$ cat config.mk
export PLATFORM = sky130hd
export DESIGN_NAME = ctr_irq_glue
export DESIGN_NICKNAME = d
export VERILOG_FILES = /design/src/rtl/glue_pkg.sv /design/src/rtl/glue_decode.sv /design/src/rtl/glue_cfg.sv /design/src/rtl/glue_clk_route.sv /design/src/rtl/glue_irq_route.sv /design/src/rtl/ctr_irq_glue.sv
export SDC_FILE = /design/constraint.sdc
export NUM_CORES = 1
export LEC_CHECK = 0
export CAP_MARGIN = 10
export CORE_MARGIN = 2
export CORE_UTILIZATION = 42
export DETAILED_ROUTE_END_ITERATION = 16
export PLACE_DENSITY_LB_ADDON = 0.12
export SETUP_SLACK_MARGIN = 0.15
export SYNTH_ARGS = -nofsm -noshare
export SYNTH_HDL_FRONTEND = slang
export SYNTH_SLANG_ARGS = --single-unit
$ cat constraint.sdc
create_clock -name clk -period 2.4 [get_ports clk]
set_clock_uncertainty 0.2 [all_clocks]
set_input_delay 0.36 -clock clk [delete_from_list [all_inputs] [get_ports clk]]
set_output_delay 0.36 -clock clk [all_outputs]
set_load 0.01 [all_outputs]
$ cat src/rtl/glue_pkg.sv
package glue_pkg;
  localparam int ADDR_W   = 10;
  localparam int DATA_W   = 8;
  localparam int OFF_W    = 4;
  localparam int STRAP_W  = ADDR_W - OFF_W;
  localparam int N_CTR    = 3;
  localparam int N_IRQ    = 3;
  localparam int N_PIO    = 2;
  localparam int CSEL_W   = 2 * N_CTR - 1;
  localparam int IRQR_W   = 2 * N_IRQ;

  typedef enum logic [1:0] {
    GRP_PIO0  = 2'd0,
    GRP_PIO1  = 2'd1,
    GRP_CTR   = 2'd2,
    GRP_LOCAL = 2'd3
  } grp_e;
endpackage

$ cat src/rtl/glue_decode.sv
module glue_decode
  import glue_pkg::*;
#(
  parameter int AW = ADDR_W,
  parameter int OW = OFF_W
) (
  input  logic [AW-1:0]    addr,
  input  logic             aen,
  input  logic [AW-OW-1:0] strap,
  output logic             hit,
  output logic [N_PIO-1:0] sel_pio,
  output logic             sel_ctr,
  output logic             sel_local,
  output logic             local_idx
);
  grp_e grp;

  always_comb begin
    hit       = !aen && (addr[AW-1:OW] == strap);
    grp       = grp_e'(addr[OW-1:OW-2]);
    sel_ctr   = hit && (grp == GRP_CTR);
    sel_local = hit && (grp == GRP_LOCAL);
    local_idx = addr[1];
  end

  for (genvar p = 0; p < N_PIO; p++) begin : g_pio
    assign sel_pio[p] = hit && (grp == grp_e'(p));
  end
endmodule

$ cat src/rtl/glue_cfg.sv
module glue_cfg
  import glue_pkg::*;
#(
  parameter int DW = DATA_W,
  parameter int CW = CSEL_W,
  parameter int IW = IRQR_W
) (
  input  logic          clk,
  input  logic          rst_n,
  input  logic          iow_n,
  input  logic          sel_local,
  input  logic          local_idx,
  input  logic [DW-1:0] din,
  output logic          wr_pulse,
  output logic [CW-1:0] csel_q,
  output logic [IW-1:0] irqr_q
);
  logic          iow_q, iow_d;
  logic          cap_hit_q, cap_hit_d;
  logic          cap_idx_q, cap_idx_d;
  logic [DW-1:0] cap_dat_q, cap_dat_d;
  logic [CW-1:0] csel_d;
  logic [IW-1:0] irqr_d;
  logic          cap_en, csel_en, irqr_en;

  always_comb begin
    iow_d     = iow_n;
    cap_en    = !iow_n;
    cap_hit_d = sel_local;
    cap_idx_d = local_idx;
    cap_dat_d = din;
    wr_pulse  = iow_n && !iow_q;
    csel_en   = wr_pulse && cap_hit_q && !cap_idx_q;
    irqr_en   = wr_pulse && cap_hit_q &&  cap_idx_q;
    csel_d    = cap_dat_q[CW-1:0];
    irqr_d    = cap_dat_q[IW-1:0];
  end

  always_ff @(posedge clk or negedge rst_n) begin
    if (!rst_n) iow_q <= 1'b1;
    else        iow_q <= iow_d;
  end

  always_ff @(posedge clk or negedge rst_n) begin
    if (!rst_n) begin
      cap_hit_q <= 1'b0;
      cap_idx_q <= 1'b0;
      cap_dat_q <= '0;
    end else if (cap_en) begin
      cap_hit_q <= cap_hit_d;
      cap_idx_q <= cap_idx_d;
      cap_dat_q <= cap_dat_d;
    end
  end

  always_ff @(posedge clk or negedge rst_n) begin
    if (!rst_n)       csel_q <= '0;
    else if (csel_en) csel_q <= csel_d;
  end

  always_ff @(posedge clk or negedge rst_n) begin
    if (!rst_n)       irqr_q <= '0;
    else if (irqr_en) irqr_q <= irqr_d;
  end
endmodule

$ cat src/rtl/glue_clk_route.sv
module glue_clk_route
  import glue_pkg::*;
#(
  parameter int NC = N_CTR,
  parameter int CW = 2 * NC - 1
) (
  input  logic [CW-1:0] csel,
  input  logic [NC-1:0] ext_in,
  input  logic          osc,
  input  logic [NC-1:0] cout,
  output logic [NC-1:0] cclk
);
  for (genvar k = 0; k < NC; k++) begin : g_mux
    if (k == 0) begin : g_first
      assign cclk[0] = csel[0] ? osc : ext_in[0];
    end else begin : g_chain
      logic [1:0] s;
      assign s = csel[2*k:2*k-1];
      always_comb begin
        if (s[1])      cclk[k] = cout[k-1];
        else if (s[0]) cclk[k] = osc;
        else           cclk[k] = ext_in[k];
      end
    end
  end
endmodule

$ cat src/rtl/glue_irq_route.sv
module glue_irq_route
  import glue_pkg::*;
#(
  parameter int NI = N_IRQ
) (
  input  logic [2*NI-1:0] irqr,
  input  logic [NI-1:0]   alt_src,
  input  logic [NI-1:0]   cout,
  output logic [NI-1:0]   drive
);
  for (genvar k = 0; k < NI; k++) begin : g_line
    logic src;
    assign src      = irqr[NI+k] ? cout[k] : alt_src[k];
    assign drive[k] = irqr[k] && src;
  end
endmodule

$ cat src/rtl/ctr_irq_glue.sv
module ctr_irq_glue
  import glue_pkg::*;
(
  input  logic               clk,
  input  logic               rst_n,
  input  logic [ADDR_W-1:0]  bus_addr,
  input  logic               bus_aen,
  input  logic               bus_ior_n,
  input  logic               bus_iow_n,
  input  logic [DATA_W-1:0]  bus_din,
  output logic [DATA_W-1:0]  bus_dout,
  output logic               bus_doe,
  input  logic [STRAP_W-1:0] strap_addr,
  output logic [N_PIO-1:0]   sel_pio,
  output logic               sel_ctr,
  input  logic [N_CTR-1:0]   ctr_ext_in,
  input  logic               osc_clk,
  input  logic [N_CTR-1:0]   ctr_out,
  output logic [N_CTR-1:0]   ctr_clk,
  input  logic [N_PIO-1:0]   pio_c0,
  input  logic               ext_irq,
  output logic [N_IRQ-1:0]   irq_drive
);
  logic [1:0]        rst_pipe;
  logic              rst_sync_n;
  logic              hit, sel_local, local_idx, wr_pulse;
  logic [CSEL_W-1:0] csel_q;
  logic [IRQR_W-1:0] irqr_q;

  always_ff @(posedge clk or negedge rst_n) begin
    if (!rst_n) rst_pipe <= 2'b00;
    else        rst_pipe <= {rst_pipe[0], 1'b1};
  end
  assign rst_sync_n = rst_pipe[1];

  glue_decode u_dec (
    .addr      (bus_addr),
    .aen       (bus_aen),
    .strap     (strap_addr),
    .hit       (hit),
    .sel_pio   (sel_pio),
    .sel_ctr   (sel_ctr),
    .sel_local (sel_local),
    .local_idx (local_idx)
  );

  glue_cfg u_cfg (
    .clk       (clk),
    .rst_n     (rst_sync_n),
    .iow_n     (bus_iow_n),
    .sel_local (sel_local),
    .local_idx (local_idx),
    .din       (bus_din),
    .wr_pulse  (wr_pulse),
    .csel_q    (csel_q),
    .irqr_q    (irqr_q)
  );

  always_comb begin
    bus_doe  = sel_local && !bus_ior_n;
    bus_dout = '0;
    if (local_idx) bus_dout[IRQR_W-1:0] = irqr_q;
    else           bus_dout[CSEL_W-1:0] = csel_q;
  end

  glue_clk_route u_clk (
    .csel   (csel_q),
    .ext_in (ctr_ext_in),
    .osc    (osc_clk),
    .cout   (ctr_out),
    .cclk   (ctr_clk)
  );

  glue_irq_route u_irq (
    .irqr    (irqr_q),
    .alt_src ({ext_irq, pio_c0}),
    .cout    (ctr_out),
    .drive   (irq_drive)
  );
endmodule

==> flow_metrics.py <==
metrics = {
    "clock_tree": {
        "cts_max_path_buffers": 2,
        "cts_tree": "built",
        "numCtsBuffers": 3,
        "clockRootBuffer": "clkbuf_4",
        "cts_sinks": 22,
        "htree_levels": 1,
        "clk_latency_ns": 0.30,
        "clk_pin_slew_ns": 0.12,
    },
    "routing": {
        "m1WireLength_um": 1090,
        "drc_errors": 0,
        "drt_iter0_markers": 0,
        "routed_via_density": 4.94,
        "totalWireLength_um": 2610,
        "routed-wl-met3_um": 132,
        "ant_nets": 0,
        "wire_per_inst_um": 14.9,
        "dr.pass1.iters": 1,
        "dr.max_layer_used": "met4",
        "vias": 865,
        "dr_wl_met2_um": 1380,
    },
    "grt": {
        "grt_pass1_wl_um": 4370,
        "grt_pass1_vias": 945,
        "grtUsageTotal_pct": 17.8,
        "antenna_found_initial": 0,
        "grt_overflow_total": 0,
        "grt_max_degree": 21,
    },
    "placed_design": {
        "gp_congestion": 0.746,
        "port_buffers": 51,
        "dpl.hpwl_um": 1920,
    },
    "hold_path": {
        "hp-class": "reg -> async",
    },
    "floorplan": {
        "fp.dieH_um": 55.3,
        "core_area_sq_um": 2480,
        "dieArea_sq_um": 3060,
        "die_w_um": 55.3,
        "initial_core_util_pct": 44.6,
        "num_io_pins": 57,
        "rows": 18,
    },
    "timing": {
        "max_freq_mhz": 450,
        "holdWs_ns": 0.134,
        "rsz0062_at_grt": "yes",
        "fin_crit_sh_pct": 92.6,
        "fin_crit_ns": 2.22,
        "setup_violations": 0,
        "setup_tns_ns": 0,
        "finalHoldViolCount": 0,
        "slew_headroom_pct": 48.2,
        "slew_viol_final": 0,
        "max_slew.worst_pin.slew_ns": 0.778,
    },
    "run_status": {
        "status": "finished, final reports clean",
    },
    "synthesis": {
        "yosysWarnings": 0,
        "avgSynthCellArea_sq_um": 12.8,
        "netlist.area_leader.share_pct": 47.6,
        "synth_area_leaders": "dfrtp_1 48%, mux2_2 24%, mux2i_1 4.5%",
        "yosysMostFrequentCell": "mux2_2",
        "synth_cells": 86,
        "ys_types": 24,
        "async_flop_share_pct": 100,
        "synth_edf_count": 0,
        "yosys.area.top_type": "dfrtp_1",
        "synth_common_cells": "24 x mux2_2, 21 x dfrtp_1, 5 x mux2i_1",
        "ys_seq_area_share_pct": 49.9,
        "synth.cell_area_sq_um": 1100,
        "ys_ff_latch": 22,
        "synthFlopType": "dfrtp_1",
    },
    "worst_setup_path": {
        "startpoint_type": "primary input",
        "cp_max_fo": 4,
        "crit_path_end_kind": "primary output",
        "path_delay_family": "buffers and inverters",
        "required_ns": 1.84,
        "path_cells": "clkdlybuf4s50_1 > xnor2_2 > nand3_4 > nor4_4 > buf_2",
        "slowest_delay_ns": 0.46,
        "reg2reg_from": "u_cfg.iow_q$_DFF_PN1_",
        "crit_buf_inv": 2,
        "r2r_slack_ns": 0.84,
        "cp_slowest_cell": "clkdlybuf4s50_1",
        "crit_path_start": "strap_addr[5]",
        "r2r-end": "u_cfg.irqr_q[1]$_DFFE_PN0P_",
        "critPathKind": "in -> out",
        "r2r_cells": 2,
        "cp.arrival_ns": 1.66,
    },
    "job": {
        "maxCapViolations": 0,
    },
    "finish": {
        "nNetsFinal": 185,
        "nFillCells": 201,
        "drive_above_1_share_pct": 35.9,
        "synthToLayoutAreaGrowth_pct": 60.8,
        "antenna_cells": 0,
    },
    "pwr": {
        "p_leak_nw": 0.820,
        "vdd_drop_max_uv": 417,
        "powerDensity_nw_per_um2": 423,
    },
}
[placed cells by master, fill, tap and decap left out, drive strengths merged, types with 2 or more instances in the layout]
cell type	n
mux2i	5
inv	2
nand2	3
conb	3
nor4	4
nor2b	3
buf	14
dlygate4sd2	7
o21ai	3
clkdlybuf4s50	33
clkbuf	4
dfrtp	21
clkdlybuf4s15	2
xor2	3
mux2	24
xnor2	3
[sequential cells by signal (all words and copies together), names as in the netlist]
name             cells
u_cfg.csel_q         5
u_cfg.cap_hit_q      1
u_cfg.cap_idx_q      1
u_cfg.iow_q          1
u_cfg.irqr_q         6
rst_pipe             2
u_cfg.cap_dat_q      6
[final cells by class]
cell class | instances | area [sq um] | share of cell area [%]
inverters | 2 | 7.51 | 0.423
repair buffers | 58 | 544 | 30.6
multi-input cells | 59 | 599 | 33.7
well taps | 30 | 37.5 | 2.11
flip-flops and latches | 22 | 552 | 31.1
clock buffers | 4 | 36.3 | 2.04
[routing by layer]
layer  vias to the layer above  track usage [%]
met4                         0             4.18
li1                        417                -
met1                       414             21.9
met5                         -                0
met3                         2             4.22
met2                        32             31.6
[what timing repair did]
item	in CTS	in global routing
hold buffers	0	1
endpoints found under the hold margin	0	2
gates resized for setup	53	6
pin swaps	5	3
endpoints found under the setup margin	10	5
buffers inserted	2	0
[stage by stage]
step	power [mW]	util, %	cells	setup WS [ns]	area [sq um]
after floorplan	0.456	-	87	0.437	1110
after global placement	0.537	67.1	168	-0.415	1660
after detailed placement	0.542	67.1	168	-0.465	1660
after CTS	0.745	69.6	174	0.126	1730
after global routing	0.785	71.7	175	0.108	1780
final	0.752	71.7	175	0.177	1780
[where the power goes]
part / leakage (nW) / switching, mW / internal [mW]
Clock: 0.0210 / 0.109 / 0.0925
Combinational: 0.516 / 0.0515 / 0.0946
Sequential: 0.283 / 0.0164 / 0.388
Total: 0.820 / 0.177 / 0.575
[cell families (layout without fill, tap and decap cells)]
kind of cell / count (synthesis) / count (layout) / share of synthesized area, %
muxes: 29 / 29 / 29.0
DFF: 22 / 22 / 49.9
and+or+nand+nor: 18 / 18 / 11.4
xor gates and xnor gates: 6 / 6 / 4.76
buffers and inverters: 6 / 64 / 2.83
AOI/OAI and AO/OA: 3 / 3 / 1.36
other: 2 / 3 / 0.680
[worst max-delay path by stage]
stage | slack, ns | cells past startpoint | to
2_1_floorplan | 0.44 | 3 | sel_ctr
3_3_place_gp | -0.42 | 5 | bus_doe
3_5_place_dp | -0.47 | 5 | bus_doe
4_1_cts | 0.13 | 6 | sel_pio[0]
5_1_grt | 0.11 | 5 | bus_doe
6_report | 0.18 | 5 | bus_doe
(Power assumes the default switching activity.)
